**config.mk**
```make
export PLATFORM = sky130hd
export DESIGN_NAME = frame_slip_lock
export DESIGN_NICKNAME = d
export VERILOG_FILES = /design/src/rtl/fsl_pkg.sv /design/src/rtl/fsl_phase_meter.sv /design/src/rtl/fsl_lock_qual.sv /design/src/rtl/fsl_corr_req.sv /design/src/rtl/frame_slip_lock.sv
export SDC_FILE = /design/constraint.sdc
export NUM_CORES = 1
export LEC_CHECK = 0
export ABC_AREA = 1
export ABC_CLOCK_PERIOD_IN_PS = 800
export BUFFER_PORTS_ARGS = -buffer_cell sky130_fd_sc_hd__clkbuf_2
export CORE_MARGIN = 2
export CORE_UTILIZATION = 40
export DETAILED_ROUTE_END_ITERATION = 8
export PLACE_DENSITY = 0.54
export SYNTH_ARGS = -nofsm -noshare
export SYNTH_HDL_FRONTEND = slang
export SYNTH_HIERARCHICAL = 1
export SYNTH_SLANG_ARGS = --single-unit
```
**constraint.sdc**
```tcl
create_clock -name clk -period 0.8 [get_ports clk]
set_clock_uncertainty 0.2 [all_clocks]
set_input_delay 0.08 -clock clk [delete_from_list [all_inputs] [get_ports clk]]
set_output_delay 0.08 -clock clk [all_outputs]
set_load 0.01 [all_outputs]
```
**src/rtl/fsl_pkg.sv**
```systemverilog
package fsl_pkg;

  typedef enum logic [1:0] {
    MODE_SUBCARRIER = 2'b00,
    MODE_SLOW_EXTREF = 2'b01,
    MODE_SLOW_INTREF = 2'b10,
    MODE_FAST        = 2'b11
  } lock_mode_e;

  typedef enum logic [1:0] {
    MS_IDLE     = 2'd0,
    MS_WAIT_EXT = 2'd1,
    MS_WAIT_INT = 2'd2
  } meas_state_e;

  // Result of one phase measurement, valid for a single cycle.
  typedef struct packed {
    logic done;     // second strobe seen inside the window
    logic ext_led;  // external strobe came first
    logic expired;  // window closed without second strobe
  } meas_evt_t;

endpackage

```
**src/rtl/fsl_phase_meter.sv**
```systemverilog
module fsl_phase_meter
  import fsl_pkg::*;
#(
  parameter int HALF_LINES = 312,
  parameter int CNT_W      = 9
) (
  input  logic             clk,
  input  logic             rst_n,
  input  logic             active,
  input  logic             line_tick,
  input  logic             int_frame,
  input  logic             ext_vert,
  output meas_evt_t        evt,
  output logic [CNT_W-1:0] err
);

  localparam logic [CNT_W-1:0] LAST_CNT = CNT_W'(HALF_LINES - 1);

  meas_state_e      st_q, st_d;
  logic [CNT_W-1:0] cnt_q, cnt_d;
  logic             cnt_en;

  always_comb begin
    st_d  = st_q;
    cnt_d = cnt_q;
    evt   = '0;
    err   = (st_q == MS_IDLE) ? '0 : cnt_q;
    if (!active) begin
      st_d  = MS_IDLE;
      cnt_d = '0;
    end else begin
      unique case (st_q)
        MS_IDLE: begin
          cnt_d = '0;
          if (int_frame && ext_vert) begin
            evt.done = 1'b1;
          end else if (int_frame) begin
            st_d = MS_WAIT_EXT;
          end else if (ext_vert) begin
            st_d = MS_WAIT_INT;
          end
        end
        MS_WAIT_EXT: begin
          if (ext_vert) begin
            evt.done = 1'b1;
            st_d     = MS_IDLE;
          end else if (line_tick) begin
            if (cnt_q == LAST_CNT) begin
              evt.expired = 1'b1;
              st_d        = MS_IDLE;
            end else begin
              cnt_d = cnt_q + 1'b1;
            end
          end
        end
        MS_WAIT_INT: begin
          if (int_frame) begin
            evt.done    = 1'b1;
            evt.ext_led = 1'b1;
            st_d        = MS_IDLE;
          end else if (line_tick) begin
            if (cnt_q == LAST_CNT) begin
              evt.expired = 1'b1;
              st_d        = MS_IDLE;
            end else begin
              cnt_d = cnt_q + 1'b1;
            end
          end
        end
        default: st_d = MS_IDLE;
      endcase
    end
  end

  assign cnt_en = (cnt_d != cnt_q);

  always_ff @(posedge clk or negedge rst_n) begin
    if (!rst_n) begin
      st_q <= MS_IDLE;
    end else begin
      st_q <= st_d;
    end
  end

  always_ff @(posedge clk or negedge rst_n) begin
    if (!rst_n) begin
      cnt_q <= '0;
    end else if (cnt_en) begin
      cnt_q <= cnt_d;
    end
  end

endmodule

```
**src/rtl/fsl_lock_qual.sv**
```systemverilog
module fsl_lock_qual #(
  parameter int LOCK_FRAMES = 2,
  parameter int ERR_W       = 9,
  parameter int TOL_LINES   = 1
) (
  input  logic             clk,
  input  logic             rst_n,
  input  logic             active,
  input  logic             meas_done,
  input  logic             meas_expired,
  input  logic [ERR_W-1:0] err,
  output logic             in_lock
);

  localparam int               GOOD_W   = $clog2(LOCK_FRAMES + 1);
  localparam logic [GOOD_W-1:0] GOOD_MAX = GOOD_W'(LOCK_FRAMES);
  localparam logic [ERR_W-1:0]  TOL_V    = ERR_W'(TOL_LINES);

  logic [GOOD_W-1:0] good_q, good_d;
  logic              lock_q, lock_d;
  logic              upd_en;

  always_comb begin
    good_d = good_q;
    lock_d = lock_q;
    if (!active || meas_expired || (meas_done && (err > TOL_V))) begin
      good_d = '0;
      lock_d = 1'b0;
    end else if (meas_done) begin
      good_d = (good_q == GOOD_MAX) ? good_q : good_q + 1'b1;
      lock_d = (good_d == GOOD_MAX);
    end
  end

  assign upd_en = !active || meas_done || meas_expired;

  always_ff @(posedge clk or negedge rst_n) begin
    if (!rst_n) begin
      good_q <= '0;
      lock_q <= 1'b0;
    end else if (upd_en) begin
      good_q <= good_d;
      lock_q <= lock_d;
    end
  end

  assign in_lock = lock_q;

endmodule

```
**src/rtl/fsl_corr_req.sv**
```systemverilog
module fsl_corr_req
  import fsl_pkg::*;
#(
  parameter int ERR_W = 9
) (
  input  logic             clk,
  input  logic             rst_n,
  input  logic [1:0]       lock_mode,
  input  logic             vlock_en,
  input  logic             ext_vert,
  input  meas_evt_t        evt,
  input  logic [ERR_W-1:0] err,
  output logic             line_add,
  output logic             line_drop,
  output logic             frame_reset
);

  logic slow_mode, fast_mode, need_fix;
  logic add_d, drop_d, rst_d;
  logic add_q, drop_q, rst_q;

  always_comb begin
    slow_mode = (lock_mode == MODE_SLOW_EXTREF) || (lock_mode == MODE_SLOW_INTREF);
    fast_mode = (lock_mode == MODE_FAST);
    need_fix  = vlock_en && slow_mode && evt.done && (err != '0);
    add_d     = need_fix && !evt.ext_led;
    drop_d    = need_fix && evt.ext_led;
    rst_d     = vlock_en && fast_mode && ext_vert;
  end

  always_ff @(posedge clk or negedge rst_n) begin
    if (!rst_n) begin
      add_q  <= 1'b0;
      drop_q <= 1'b0;
      rst_q  <= 1'b0;
    end else begin
      add_q  <= add_d;
      drop_q <= drop_d;
      rst_q  <= rst_d;
    end
  end

  assign line_add    = add_q;
  assign line_drop   = drop_q;
  assign frame_reset = rst_q;

endmodule

```
**src/rtl/frame_slip_lock.sv**
```systemverilog
module frame_slip_lock
  import fsl_pkg::*;
#(
  parameter int LINES_PER_FRAME = 625,
  parameter int LOCK_FRAMES     = 2
) (
  input  logic       clk,
  input  logic       rst_n,
  input  logic [1:0] lock_mode,
  input  logic       vlock_en,
  input  logic       line_tick,
  input  logic       int_frame,
  input  logic       ext_vert,
  output logic       line_add,
  output logic       line_drop,
  output logic       frame_reset,
  output logic       in_lock
);

  localparam int HALF_LINES = LINES_PER_FRAME / 2;
  localparam int CNT_W      = $clog2(HALF_LINES + 1);

  logic [1:0]       rst_sync_q;
  logic             rst_int_n;
  logic             active;
  meas_evt_t        evt;
  logic [CNT_W-1:0] err;

  // Reset asserts at once, releases on the clock.
  always_ff @(posedge clk or negedge rst_n) begin
    if (!rst_n) begin
      rst_sync_q <= 2'b00;
    end else begin
      rst_sync_q <= {rst_sync_q[0], 1'b1};
    end
  end
  assign rst_int_n = rst_sync_q[1];

  assign active = (lock_mode != MODE_SUBCARRIER);

  fsl_phase_meter #(
    .HALF_LINES (HALF_LINES),
    .CNT_W      (CNT_W)
  ) u_meter (
    .clk       (clk),
    .rst_n     (rst_int_n),
    .active    (active),
    .line_tick (line_tick),
    .int_frame (int_frame),
    .ext_vert  (ext_vert),
    .evt       (evt),
    .err       (err)
  );

  fsl_lock_qual #(
    .LOCK_FRAMES (LOCK_FRAMES),
    .ERR_W       (CNT_W),
    .TOL_LINES   (1)
  ) u_qual (
    .clk          (clk),
    .rst_n        (rst_int_n),
    .active       (active),
    .meas_done    (evt.done),
    .meas_expired (evt.expired),
    .err          (err),
    .in_lock      (in_lock)
  );

  fsl_corr_req #(
    .ERR_W (CNT_W)
  ) u_req (
    .clk         (clk),
    .rst_n       (rst_int_n),
    .lock_mode   (lock_mode),
    .vlock_en    (vlock_en),
    .ext_vert    (ext_vert),
    .evt         (evt),
    .err         (err),
    .line_add    (line_add),
    .line_drop   (line_drop),
    .frame_reset (frame_reset)
  );

endmodule

```
==> summary.txt, run 1 <==
SETUP PATH
------------------------------------------------------------------------------------------
Critical path launch point type                                                       flop
Data required, critical path                                                       0.81 ns
CP delay by family, top                                                       simple AND/OR/NAND/NOR gates
Register-to-register setup slack                                                  -1.01 ns
Most Frequent Cell on Critical Path                                                nand2_1
Sequence of cells on the critical path                                        buf_6 > ha_4 > nand2_2 > nand2_4 > a31oi_2 > nor2_2 > buf_4 > nand2_1 > nand3b_1 > nand2_1
Number of buffer and inverter stages on the critical path                                2
Worst path max stage delay                                                         0.45 ns
Crit-path slowest cell                                                             dfrtp_1
RR Startpoint                                                                 u_meter/st_q[0]
Worst flop-to-flop path endpoint                                              u_qual/good_q[0]
Endpoint arrival time on the critical path                                         1.82 ns
Kind of end point of the critical path                                                flop
Maximum net fanout on the critical path                                                  4
Worst Reg2Reg Path Length in Cells                                                      10
Worst Setup Path Type                                                         flop to flop

ROUTE
------------------------------------------------------------------------------------------
Per-cell routed wire length                                                        12.7 um
Via count of the routed design                                                       1,583
Remaining number of nets flagged by the antenna check after routing                      0
Total wire length after detailed routing                                           4240 um
Wire length on met2                                                                2190 um
Drt first pass iters                                                                     4
Sum of routed wire segments on met1                                                1880 um
Max layer used                                                                        met4
Number of DRC violations after detailed-routing iteration 0                             86
DR DRC count                                                                             0
Met3 layer wire length in the routed design                                         122 um
Mean number of vias per cell                                                          4.75

POWER
------------------------------------------------------------------------------------------
Leak                                                                               1.10 nW
Worst voltage drop across the vdd grid                                             1620 uV
Final Power                                                                        5.10 mW
Areal power density over the cells                                             2360 nW/um2

YOSYS
------------------------------------------------------------------------------------------
Distinct cells, synth                                                                   29
Post-Syn Instances                                                                     217
Number of warning messages in the yosys log                                              6
Mean area per synthesized cell                                                    6.50 um2
Mapped cell area                                                                  1410 um2
Number of synthesized register bits                                                     18
Net count after synthesis                                                              232
Share of synthesized cell area in full adder, half adder and majority cells          6.21%
Simple-gate area share of the yosys netlist                                          41.0%
Xor/xnor cell area share of the yosys netlist                                           0%
Mux cell area share after synthesis                                                     0%
Share of the synthesized area in compound gates (AO/OA/AOI/OAI)                      9.14%
Combinational family with the most area after synthesis                       simple AND/OR/NAND/NOR gates
Share of the yosys chip area belonging to registers                                  31.9%

FINISH
------------------------------------------------------------------------------------------
Final Net Count                                                                        303
# diodes                                                                                 0
Leading cell types in the layout, fill and taps excluded                      nand2_1 (49), buf_4 (48), nor2_1 (33)
Finished layout cell area                                                         2160 um2
Fraction of layout cells with a size suffix above 1                                  41.1%
Layout Area Growth over Synthesis                                                    53.2%
Commonest non-fill, non-tap cell in the layout                                     nand2_1

STATUS
------------------------------------------------------------------------------------------
Violated checks                                                               negative hold slack, negative setup slack
Status                                                                        complete, but fails checks

FLOORPLAN
------------------------------------------------------------------------------------------
Area of the placeable core                                                        3360 um2
Height of the die                                                                  63.4 um
Site Rows                                                                               21
Number of top-level pins                                                                12
Starting utilization of the core area                                                41.9%
DIE AREA                                                                          4020 um2
Die width                                                                          63.4 um

STA
------------------------------------------------------------------------------------------
Final worst path period share                                                         226%
Final setup violating endpoints                                                         19
Setup TNS                                                                        -15.00 ns
Final-layout worst hold slack                                                    -0.142 ns
Slew Viols, Final                                                                        0
Clock period minus worst slack                                                     1.81 ns
RSZ-0062 raised after global routing                                                   yes
Count of endpoints failing hold in the final timing report                               6
Final critical-path setup slack                                                   -1.01 ns
Maximum operating frequency                                                        552 MHz

PLACE
------------------------------------------------------------------------------------------
I/O Buffers                                                                             11
Post-DP HPWL                                                                       3160 um
Gpl congestion                                                                       0.904
Total placed instance area                                                        1940 um2

GLOBAL ROUTE
------------------------------------------------------------------------------------------
Number of antenna violations at the first check in global routing                        0
Wire length of the first global-routing pass                                       7340 um
Number of global-route vias before repair                                            1,682
Gr ovfl total                                                                            0
GRT Total Usage                                                                      23.0%
Maximum number of pins on one net before global-route repair                            17

HOLD PATH
------------------------------------------------------------------------------------------
Hold Path Depth                                                                          2
Startpoint of the tightest hold check path                                        vlock_en
End point of the most critical hold path                                      u_req/frame_reset
Class of the most critical hold timing path                                   primary input to flop

CLOCKING
------------------------------------------------------------------------------------------
Hold bufs inserted after CTS                                                             1
CTS HTree Levels                                                                         1
TritonCTS clock tree                                                                   yes
Clock latency at the later pin of the worst-skew pair                              0.30 ns
Root cell of the clock tree                                                       clkbuf_4
Max Buffers Root-to-Sink                                                                 2
Total clock sinks                                                                       18
CTS clock-pin slew for the worst setup and hold paths                              0.12 ns
Number of CTS-inserted buffers                                                           3

JOB
------------------------------------------------------------------------------------------
# Max-Cap Violations                                                                     0

final cells by class:
type / count / area [um2]
Sequential cell: 18 / 452
Fill cell: 314 / 1200
Inverter: 39 / 154
Clock buffer: 4 / 36.3
Multi-Input combinational cell: 158 / 922
Tap cell: 46 / 57.6
Timing Repair Buffer: 68 / 539
power by group:
part	switching, mW	internal, mW	total [mW]	leakage, nW
clock network	0.324	0.277	0.602	0.0210
registers	0.141	1.04	1.18	0.241
logic	1.71	1.61	3.32	0.839
worst max path at each step:
stage	start	end	slack (ns)	depth (start not counted)
global route	u_meter/st_q[0]	u_qual/good_q[0]	-1.11	9
detailed placement	u_meter/st_q[1]	u_qual/good_q[0]	-0.96	10
CTS	u_meter/st_q[1]	u_qual/good_q[0]	-0.97	8
finish	u_meter/st_q[0]	u_qual/good_q[0]	-1.01	10
global placement	u_meter/st_q[1]	u_req/line_add	-0.89	9
floorplan	u_meter/st_q[1]	u_qual/good_q[0]	-0.91	11
registers in the layout, indices dropped and copies added (netlist names):
name / count
rst_sync_q: 2
u_meter/cnt_q: 9
u_req/line_drop: 1
u_req/frame_reset: 1
u_meter/st_q: 2
u_req/line_add: 1
u_qual/good_q: 2
worst reg2reg max path: stages (launching register included):
cell	delay (ns)
dfrtp_1	0.45
buf_6	0.14
ha_4	0.16
nand2_2	0.09
nand2_4	0.07
a31oi_2	0.16
nor2_2	0.07
buf_4	0.13
nand2_1	0.05
nand3b_1	0.13
nand2_1	0.06
stage by stage:
step / setup slack (ns) / cells / utilization (%)
floorplan: -0.910 / 217 / -
global placement: -0.893 / 323 / 57.6
detailed placement: -0.958 / 323 / 57.6
CTS: -0.968 / 331 / 61.7
global route: -1.11 / 333 / 64.2
finish: -1.01 / 333 / 64.2
what timing repair did:
| item | 4_1_cts | 5_1_grt |
|---|---|---|
| setup endpoints to repair | 19 | 19 |
| cloned | 0 | 0 |
| pin swaps | 16 | 10 |
| setup buffers | 3 | 3 |
| hold endpoints to repair | 6 | 6 |
| resized for setup | 21 | 19 |
synthesized netlist by cell type:
master     n  area (um2)
inv_1     36         135
nand2_2    4        25.0
o21ai_4    1        16.3
clkbuf_1   1        3.75
nand3_2    1        10.0
and3_2     1        7.51
ha_1       7        87.6
nand2_4    1        11.3
nor3_1     2        10.0
nor2_1    37         139
o21ai_2    1        8.76
nand4_1    6        37.5
nor2_2     6        37.5
a21oi_1    8        40.0
and2_1     1        6.26
nand3_1   13        65.1
buf_6      1        11.3
nor2_4     1        11.3
conb_1     1        3.75
nand2_1   56         210
a211oi_1   1        7.51
o21ai_1    2        10.0
a31oi_1    2        12.5
o21ai_0    3        15.0
nand3b_1   1        7.51
o21bai_2   1        11.3
a22oi_1    1        7.51
dfrtp_1   18         450
inv_2      3        11.3
cell families (layout without fill, tap and decap cells):
logic type / after synthesis / in the layout
AND/OR/NAND/NOR: 130 / 130
buffers and inverters: 41 / 111
AO/OA/AOI/OAI: 20 / 20
flip-flops: 18 / 18
adder cells (fa/ha/maj): 7 / 7
other: 1 / 1
routing by layer:
layer  up-vias  GRT usage (%)
met1       733           27.8
met3         6           2.68
met5         -              0
met2        31           41.8
met4         0           7.88
li1        813              -
Power figures use the tool's default switching activity.
==> run 2, diff against run 1 <==
--- a/config.mk
+++ b/config.mk
@@ -6,7 +6,7 @@
 export NUM_CORES = 1
 export LEC_CHECK = 0
 export ABC_AREA = 1
-export ABC_CLOCK_PERIOD_IN_PS = 800
+export ABC_CLOCK_PERIOD_IN_PS = 1800
 export BUFFER_PORTS_ARGS = -buffer_cell sky130_fd_sc_hd__clkbuf_2
 export CORE_MARGIN = 2
 export CORE_UTILIZATION = 40
==> constraint.sdc (replaced) <==
create_clock -name clk -period 1.8 [get_ports clk]
set_clock_uncertainty 0.2 [all_clocks]
set_input_delay 0.18 -clock clk [delete_from_list [all_inputs] [get_ports clk]]
set_output_delay 0.18 -clock clk [all_outputs]
set_load 0.01 [all_outputs]
==> summary.txt, run 2 (synthesis results as in run 1) <==
FLOORPLAN
----------------------------------------------------------------------------------
DIE AREA                                                                  4020 um2   unchanged
Height of the die                                                          63.4 um   unchanged
Die width                                                                  63.4 um   unchanged
Starting utilization of the core area                                        41.9%   unchanged
Number of top-level pins                                                        12   unchanged
Area of the placeable core                                                3360 um2   unchanged
Site Rows                                                                       21   unchanged

SETUP PATH
----------------------------------------------------------------------------------
Crit-path slowest cell                                                     dfrtp_2
Worst path max stage delay                                                 0.48 ns   +0.03 ns
Startpoint of the most critical setup path                            u_meter/st_q[0]
Endpoint arrival time on the critical path                                 1.78 ns   -0.04 ns
Data required, critical path                                               1.83 ns   +1.02 ns
Maximum net fanout on the critical path                                          5   +1
Worst Reg2Reg Path Length in Cells                                               7   -3
Sequence of cells on the critical path                                ha_2 > nor2_2 > inv_1 > nor2_4 > nand3_1 > o21bai_2 > nor2_1
Worst Setup Path Type                                                 flop to flop
Register-to-register setup slack                                           0.06 ns   +1.07 ns
Worst flop-to-flop path endpoint                                      u_req/line_drop
Critical path capture point                                           u_req/line_drop
Kind of end point of the critical path                                        flop
RR Startpoint                                                         u_meter/st_q[0]
Critical path launch point type                                               flop

GLOBAL ROUTE
----------------------------------------------------------------------------------
Wire length of the first global-routing pass                               6370 um   -13%
Maximum number of pins on one net before global-route repair                    17   unchanged
GR Layer Usage met2                                                          34.7%   -7.1 points
Gr ovfl total                                                                    0   unchanged
Number of antenna violations at the first check in global routing                0   unchanged
Met3 track demand over resource in global routing                            3.93%   +1.3 points
Grt peak-use layer                                                            met2
GRT Total Usage                                                              19.9%   -3.1 points
Met1 global-route usage                                                      25.8%   -2.0 points
Number of global-route vias before repair                                    1,405   -16%

STA
----------------------------------------------------------------------------------
Setup TNS                                                                     0 ns   +15.00 ns
Final critical-path setup slack                                          0.0555 ns   +1.07 ns
RSZ-0062 raised after global routing                                           yes
Worst slew margin                                                            54.0%
Least-Margin Pin Slew                                                     0.689 ns
Slew Viols, Final                                                                0   unchanged
Final-layout worst hold slack                                            0.0530 ns   +0.195 ns
Count of endpoints failing hold in the final timing report                       0   -6
Final worst path period share                                                96.9%   -130 points
Final setup violating endpoints                                                  0   -19
Maximum operating frequency                                                573 MHz   +3.8%
Clock period minus worst slack                                             1.74 ns   -0.0655 ns

FINISH
----------------------------------------------------------------------------------
Fraction of layout cells with a size suffix above 1                          27.5%   -14 points
Largest Register                                                      u_meter/cnt_q
Final Net Count                                                                263   -13%
Finished layout cell area                                                 1800 um2   -17%
Layout Area Growth over Synthesis                                            27.3%
Leading cell types in the layout, fill and taps excluded              nand2_1 (52), nor2_1 (36), inv_1 (31)
Number of flip-flops under the largest register name                             9   unchanged
# diodes                                                                         0   unchanged
Count of fill cells added during filler insertion                              368   +17%
Commonest non-fill, non-tap cell in the layout                             nand2_1

CLOCKING
----------------------------------------------------------------------------------
Number of CTS-inserted buffers                                                   3   unchanged
Clock latency at the later pin of the worst-skew pair                      0.31 ns   about the same
TritonCTS clock tree                                                           yes
Max Buffers Root-to-Sink                                                         2   unchanged
Total clock sinks                                                               18   unchanged
CTS clock-pin slew for the worst setup and hold paths                      0.13 ns   about the same
Root cell of the clock tree                                               clkbuf_4
CTS HTree Levels                                                                 1   unchanged

PLACE
----------------------------------------------------------------------------------
Post-DP HPWL                                                               2870 um   -9.2%
Gpl congestion                                                               0.880   -2.6%
Minimum setup slack after placement                                     -0.0128 ns   +0.945 ns
I/O Buffers                                                                     11   unchanged
Total placed instance area                                                1580 um2   -18%

POWER
----------------------------------------------------------------------------------
Leak                                                                      0.916 nW   -17%
Areal power density over the cells                                     1070 nW/um2   -55%
Worst voltage drop across the vdd grid                                      701 uV   -57%

ROUTE
----------------------------------------------------------------------------------
Via count of the routed design                                               1,456   -8.0%
Mean number of vias per cell                                                  4.97   +4.5%
Drt first pass iters                                                             4   unchanged
Number of DRC violations after detailed-routing iteration 0                    115   +34%
Total wire length after detailed routing                                   3750 um   -12%
Per-cell routed wire length                                                12.8 um   +0.53%
Remaining number of nets flagged by the antenna check after routing              0   unchanged
DR DRC count                                                                     0   unchanged

HOLD PATH
----------------------------------------------------------------------------------
Class of the most critical hold timing path                           primary input to flop

STATUS
----------------------------------------------------------------------------------
Status                                                                finished, final reports clean

JOB
----------------------------------------------------------------------------------
# Max-Cap Violations                                                             0   unchanged

==> run 2: changes by cell type in the layout (fill, tap and decap cells not counted), sizes merged <==
cell,before,now
dlygate4sd3,1,3
buf,57,14
clkbuf,14,15
==> run 2: cell type report <==
cell class | instances | area, um2 | area share [%]
clock buffer | 4 | 36.3 | 2.02
inverter | 39 | 151 | 8.43
multi-input combinational | 158 | 903 | 50.3
sequential | 18 | 453 | 25.2
tap | 46 | 57.6 | 3.21
timing repair buffer | 28 | 194 | 10.8
==> run 2: worst max-delay path, delay by kind of cell (launching register included) <==
kind	cells	cell delay [ns]
flops	1	0.48
simple gates	4	0.44
fa+ha+maj	1	0.26
compound gates	1	0.19
buf+inv	1	0.10
==> run 2: metrics by stage <==
| step | std cells | utilization, % | power, mW |
|---|---|---|---|
| 4_1_cts | 289 | 49.2 | 1.66 |
| 5_1_grt | 293 | 53.4 | 2.09 |
| 2_1_floorplan | 217 | - | 1.12 |
| 3_5_place_dp | 282 | 47.1 | 1.38 |
| 3_3_place_gp | 282 | 47.1 | 1.36 |
| 6_report | 293 | 53.4 | 1.92 |
==> run 2: what timing repair did <==
action	4_1_cts	5_1_grt
cloned	0	0
pin swaps	1	5
endpoints found under the setup margin	4	14
resized for setup	3	29
setup buffers	0	4
hold endpoints to repair	3	0
hold buffers	3	0
==> run 2: how the worst min path moves through the flow <==
stage	start	to	depth (start not counted)
floorplan	rst_n	rst_sync_q[0]	0
global placement	rst_n	rst_sync_q[1]	1
detailed placement	rst_n	rst_sync_q[1]	1
CTS	line_tick	u_meter/cnt_q[2]	3
global route	line_tick	u_meter/cnt_q[0]	3
finish	line_tick	u_meter/cnt_q[2]	3
==> run 2: where the power goes <==
group          total [mW]  switching [mW]  internal [mW]
Sequential          0.548          0.0852          0.462
Clock               0.265           0.141          0.123
Combinational        1.11           0.643          0.469
==> run 2: layer usage <==
layer | vias to the layer above | wire (um)
met5 | - | 0
met4 | 0 | 42
met3 | 4 | 184
met2 | 44 | 1860
met1 | 674 | 1660
li1 | 734 | -
==> run 3, diff against run 2 <==
--- a/config.mk
+++ b/config.mk
@@ -9,9 +9,10 @@
 export ABC_CLOCK_PERIOD_IN_PS = 1800
 export BUFFER_PORTS_ARGS = -buffer_cell sky130_fd_sc_hd__clkbuf_2
 export CORE_MARGIN = 2
-export CORE_UTILIZATION = 40
+export CORE_UTILIZATION = 25
+export CTS_CLUSTER_DIAMETER = 50
 export DETAILED_ROUTE_END_ITERATION = 8
-export PLACE_DENSITY = 0.54
+export PLACE_DENSITY = 0.37
 export SYNTH_ARGS = -nofsm -noshare
 export SYNTH_HDL_FRONTEND = slang
 export SYNTH_HIERARCHICAL = 1
==> summary.txt, run 3 (synthesis results as in run 1) <==
ROUTE
----------------------------------------------------------------------------------
Mean number of vias per cell                                                  4.34   -13%
Number of DRC violations after detailed-routing iteration 0                     72   -37%
Total wire length after detailed routing                                   4160 um   +11%
Drt first pass iters                                                             5   +1
Per-cell routed wire length                                                12.4 um   -3.1%
Remaining number of nets flagged by the antenna check after routing              0   unchanged
Via count of the routed design                                               1,455   -0.069%
DR DRC count                                                                     0   unchanged

POWER
----------------------------------------------------------------------------------
Areal power density over the cells                                     1170 nW/um2   +8.7%
Worst voltage drop across the vdd grid                                      764 uV   +9.0%
Leak                                                                      0.984 nW   +7.5%

SETUP PATH
----------------------------------------------------------------------------------
Startpoint of the most critical setup path                            u_meter/st_q[1]
Worst Setup Path Type                                                 flop to flop
Worst Reg2Reg Path Length in Cells                                               8   +1
RR Startpoint                                                         u_meter/st_q[1]
Data required, critical path                                               1.80 ns   -0.03 ns
Critical path capture point                                           u_req/line_drop
Maximum net fanout on the critical path                                          5   unchanged
Register-to-register setup slack                                           0.06 ns   about the same
Endpoint arrival time on the critical path                                 1.73 ns   -0.05 ns
Worst flop-to-flop path endpoint                                      u_req/line_drop
Critical path launch point type                                               flop
Kind of end point of the critical path                                        flop

STA
----------------------------------------------------------------------------------
Clock period minus worst slack                                             1.74 ns   -0.00608 ns
Maximum operating frequency                                                575 MHz   +0.35%
Final worst path period share                                                96.6%   -0.34 points
Slew Viols, Final                                                                0   unchanged
Count of endpoints failing hold in the final timing report                       0   unchanged
Final critical-path setup slack                                          0.0616 ns   +0.00608 ns
Final setup violating endpoints                                                  0   unchanged
RSZ-0062 raised after global routing                                           yes

CLOCKING
----------------------------------------------------------------------------------
Max Buffers Root-to-Sink                                                         2   unchanged
CTS clock-pin slew for the worst setup and hold paths                      0.08 ns   -0.05 ns
Number of CTS-inserted buffers                                                   3   unchanged
Clock latency at the later pin of the worst-skew pair                      0.26 ns   -0.05 ns
TritonCTS clock tree                                                           yes
CTS HTree Levels                                                                 1   unchanged
Total clock sinks                                                               18   unchanged
Root cell of the clock tree                                               clkbuf_8

FINISH
----------------------------------------------------------------------------------
Number of flip-flops under the largest register name                             9   unchanged
Largest Register                                                      u_meter/cnt_q
Leading cell types in the layout, fill and taps excluded              nand2_1 (51), nor2_1 (33), inv_1 (30)
Finished layout cell area                                                 2000 um2   +11%
Fraction of layout cells with a size suffix above 1                          35.0%   +7.5 points
Commonest non-fill, non-tap cell in the layout                             nand2_1
Final Net Count                                                                279   +6.1%
Layout Area Growth over Synthesis                                            41.7%
# diodes                                                                         0   unchanged

GLOBAL ROUTE
----------------------------------------------------------------------------------
Number of global-route vias before repair                                    1,475   +5.0%
Number of antenna violations at the first check in global routing                0   unchanged
Maximum number of pins on one net before global-route repair                    17   unchanged
Gr ovfl total                                                                    0   unchanged
Wire length of the first global-routing pass                               6870 um   +7.8%
GRT Total Usage                                                              14.1%   -5.9 points

FLOORPLAN
----------------------------------------------------------------------------------
Starting utilization of the core area                                        25.8%   -16 points
Number of top-level pins                                                        12   unchanged
Site Rows                                                                       27   +29%
DIE AREA                                                                  6260 um2   +56%
Area of the placeable core                                                5470 um2   +63%
Height of the die                                                          79.1 um   +25%
Die width                                                                  79.1 um   +25%

PLACE
----------------------------------------------------------------------------------
I/O Buffers                                                                     11   unchanged
Gpl congestion                                                               0.744   -16%
Minimum setup slack after placement                                    -0.00787 ns   +0.00495 ns
Total placed instance area                                                1710 um2   +8.2%
Post-DP HPWL                                                               3190 um   +11%

HOLD PATH
----------------------------------------------------------------------------------
Class of the most critical hold timing path                           flop to async pin

STATUS
----------------------------------------------------------------------------------
Status                                                                finished, final reports clean

JOB
----------------------------------------------------------------------------------
# Max-Cap Violations                                                             0   unchanged

## run 3: power by group
part | switching, mW | leakage (nW) | internal [mW] | total (mW)
Sequential | 0.0724 | 0.240 | 0.463 | 0.535
Clock | 0.158 | 0.0288 | 0.195 | 0.352
Combinational | 0.728 | 0.716 | 0.713 | 1.44
Total | 0.958 | 0.984 | 1.37 | 2.33
## run 3: timing repair
action	CTS	global route
gates resized for setup	1	40
cloned	0	1
setup buffers	0	7
hold endpoints to repair	3	0
pin swaps	1	20
endpoints found under the setup margin	2	13
hold buffers	2	0
## run 3: stage by stage
step | power (mW) | hold WS [ns] | TNS, ns | util (%) | cells
floorplan | 1.12 | -0.316 | 0 | - | 217
detailed placement | 1.50 | -0.231 | -0.0136 | 31.3 | 321
finish | 2.33 | 0.00332 | 0 | 36.5 | 335
global route | 2.53 | 0.0242 | -0.204 | 36.5 | 335
CTS | 1.87 | 0.0148 | 0 | 32.7 | 327
global placement | 1.52 | -0.232 | 0 | 31.3 | 321
## run 3: worst min-delay path by stage
stage	startpoint	end	slack, ns
final	rst_sync_q[1]	u_req/frame_reset	0.003
after global routing	rst_n	rst_sync_q[1]	0.02
after CTS	rst_sync_q[1]	u_meter/st_q[1]	0.01
after detailed placement	rst_n	rst_sync_q[0]	-0.23
after global placement	rst_n	rst_sync_q[0]	-0.23
after floorplan	rst_n	rst_sync_q[0]	-0.32
## run 3: cell type report
class | count | area [um2]
Multi-Input combinational cell | 158 | 918
Timing Repair Buffer | 44 | 328
Clock buffer | 4 | 55.1
Fill cell | 614 | 3470
Sequential cell | 18 | 453
Tap cell | 72 | 90.1
Inverter | 39 | 154
## run 3: metal layers
| metal | up-vias | track usage, % | part of all wire (%) |
|---|---|---|---|
| li1 | 764 | - | - |
| met1 | 659 | 19.1 | 48 |
| met2 | 28 | 23.7 | 47 |
| met3 | 4 | 1.70 | 3.2 |
| met4 | 0 | 3.62 | 1.1 |
| met5 | - | 0 | 0 |
## run 3: worst max-delay path, stage by stage (launching register included)
cell	delay, ns
dfrtp_2	0.47
buf_4	0.15
ha_2	0.19
nor2_4	0.12
inv_2	0.07
nor2_4	0.12
nand3_1	0.08
o21bai_4	0.18
nor2_1	0.10
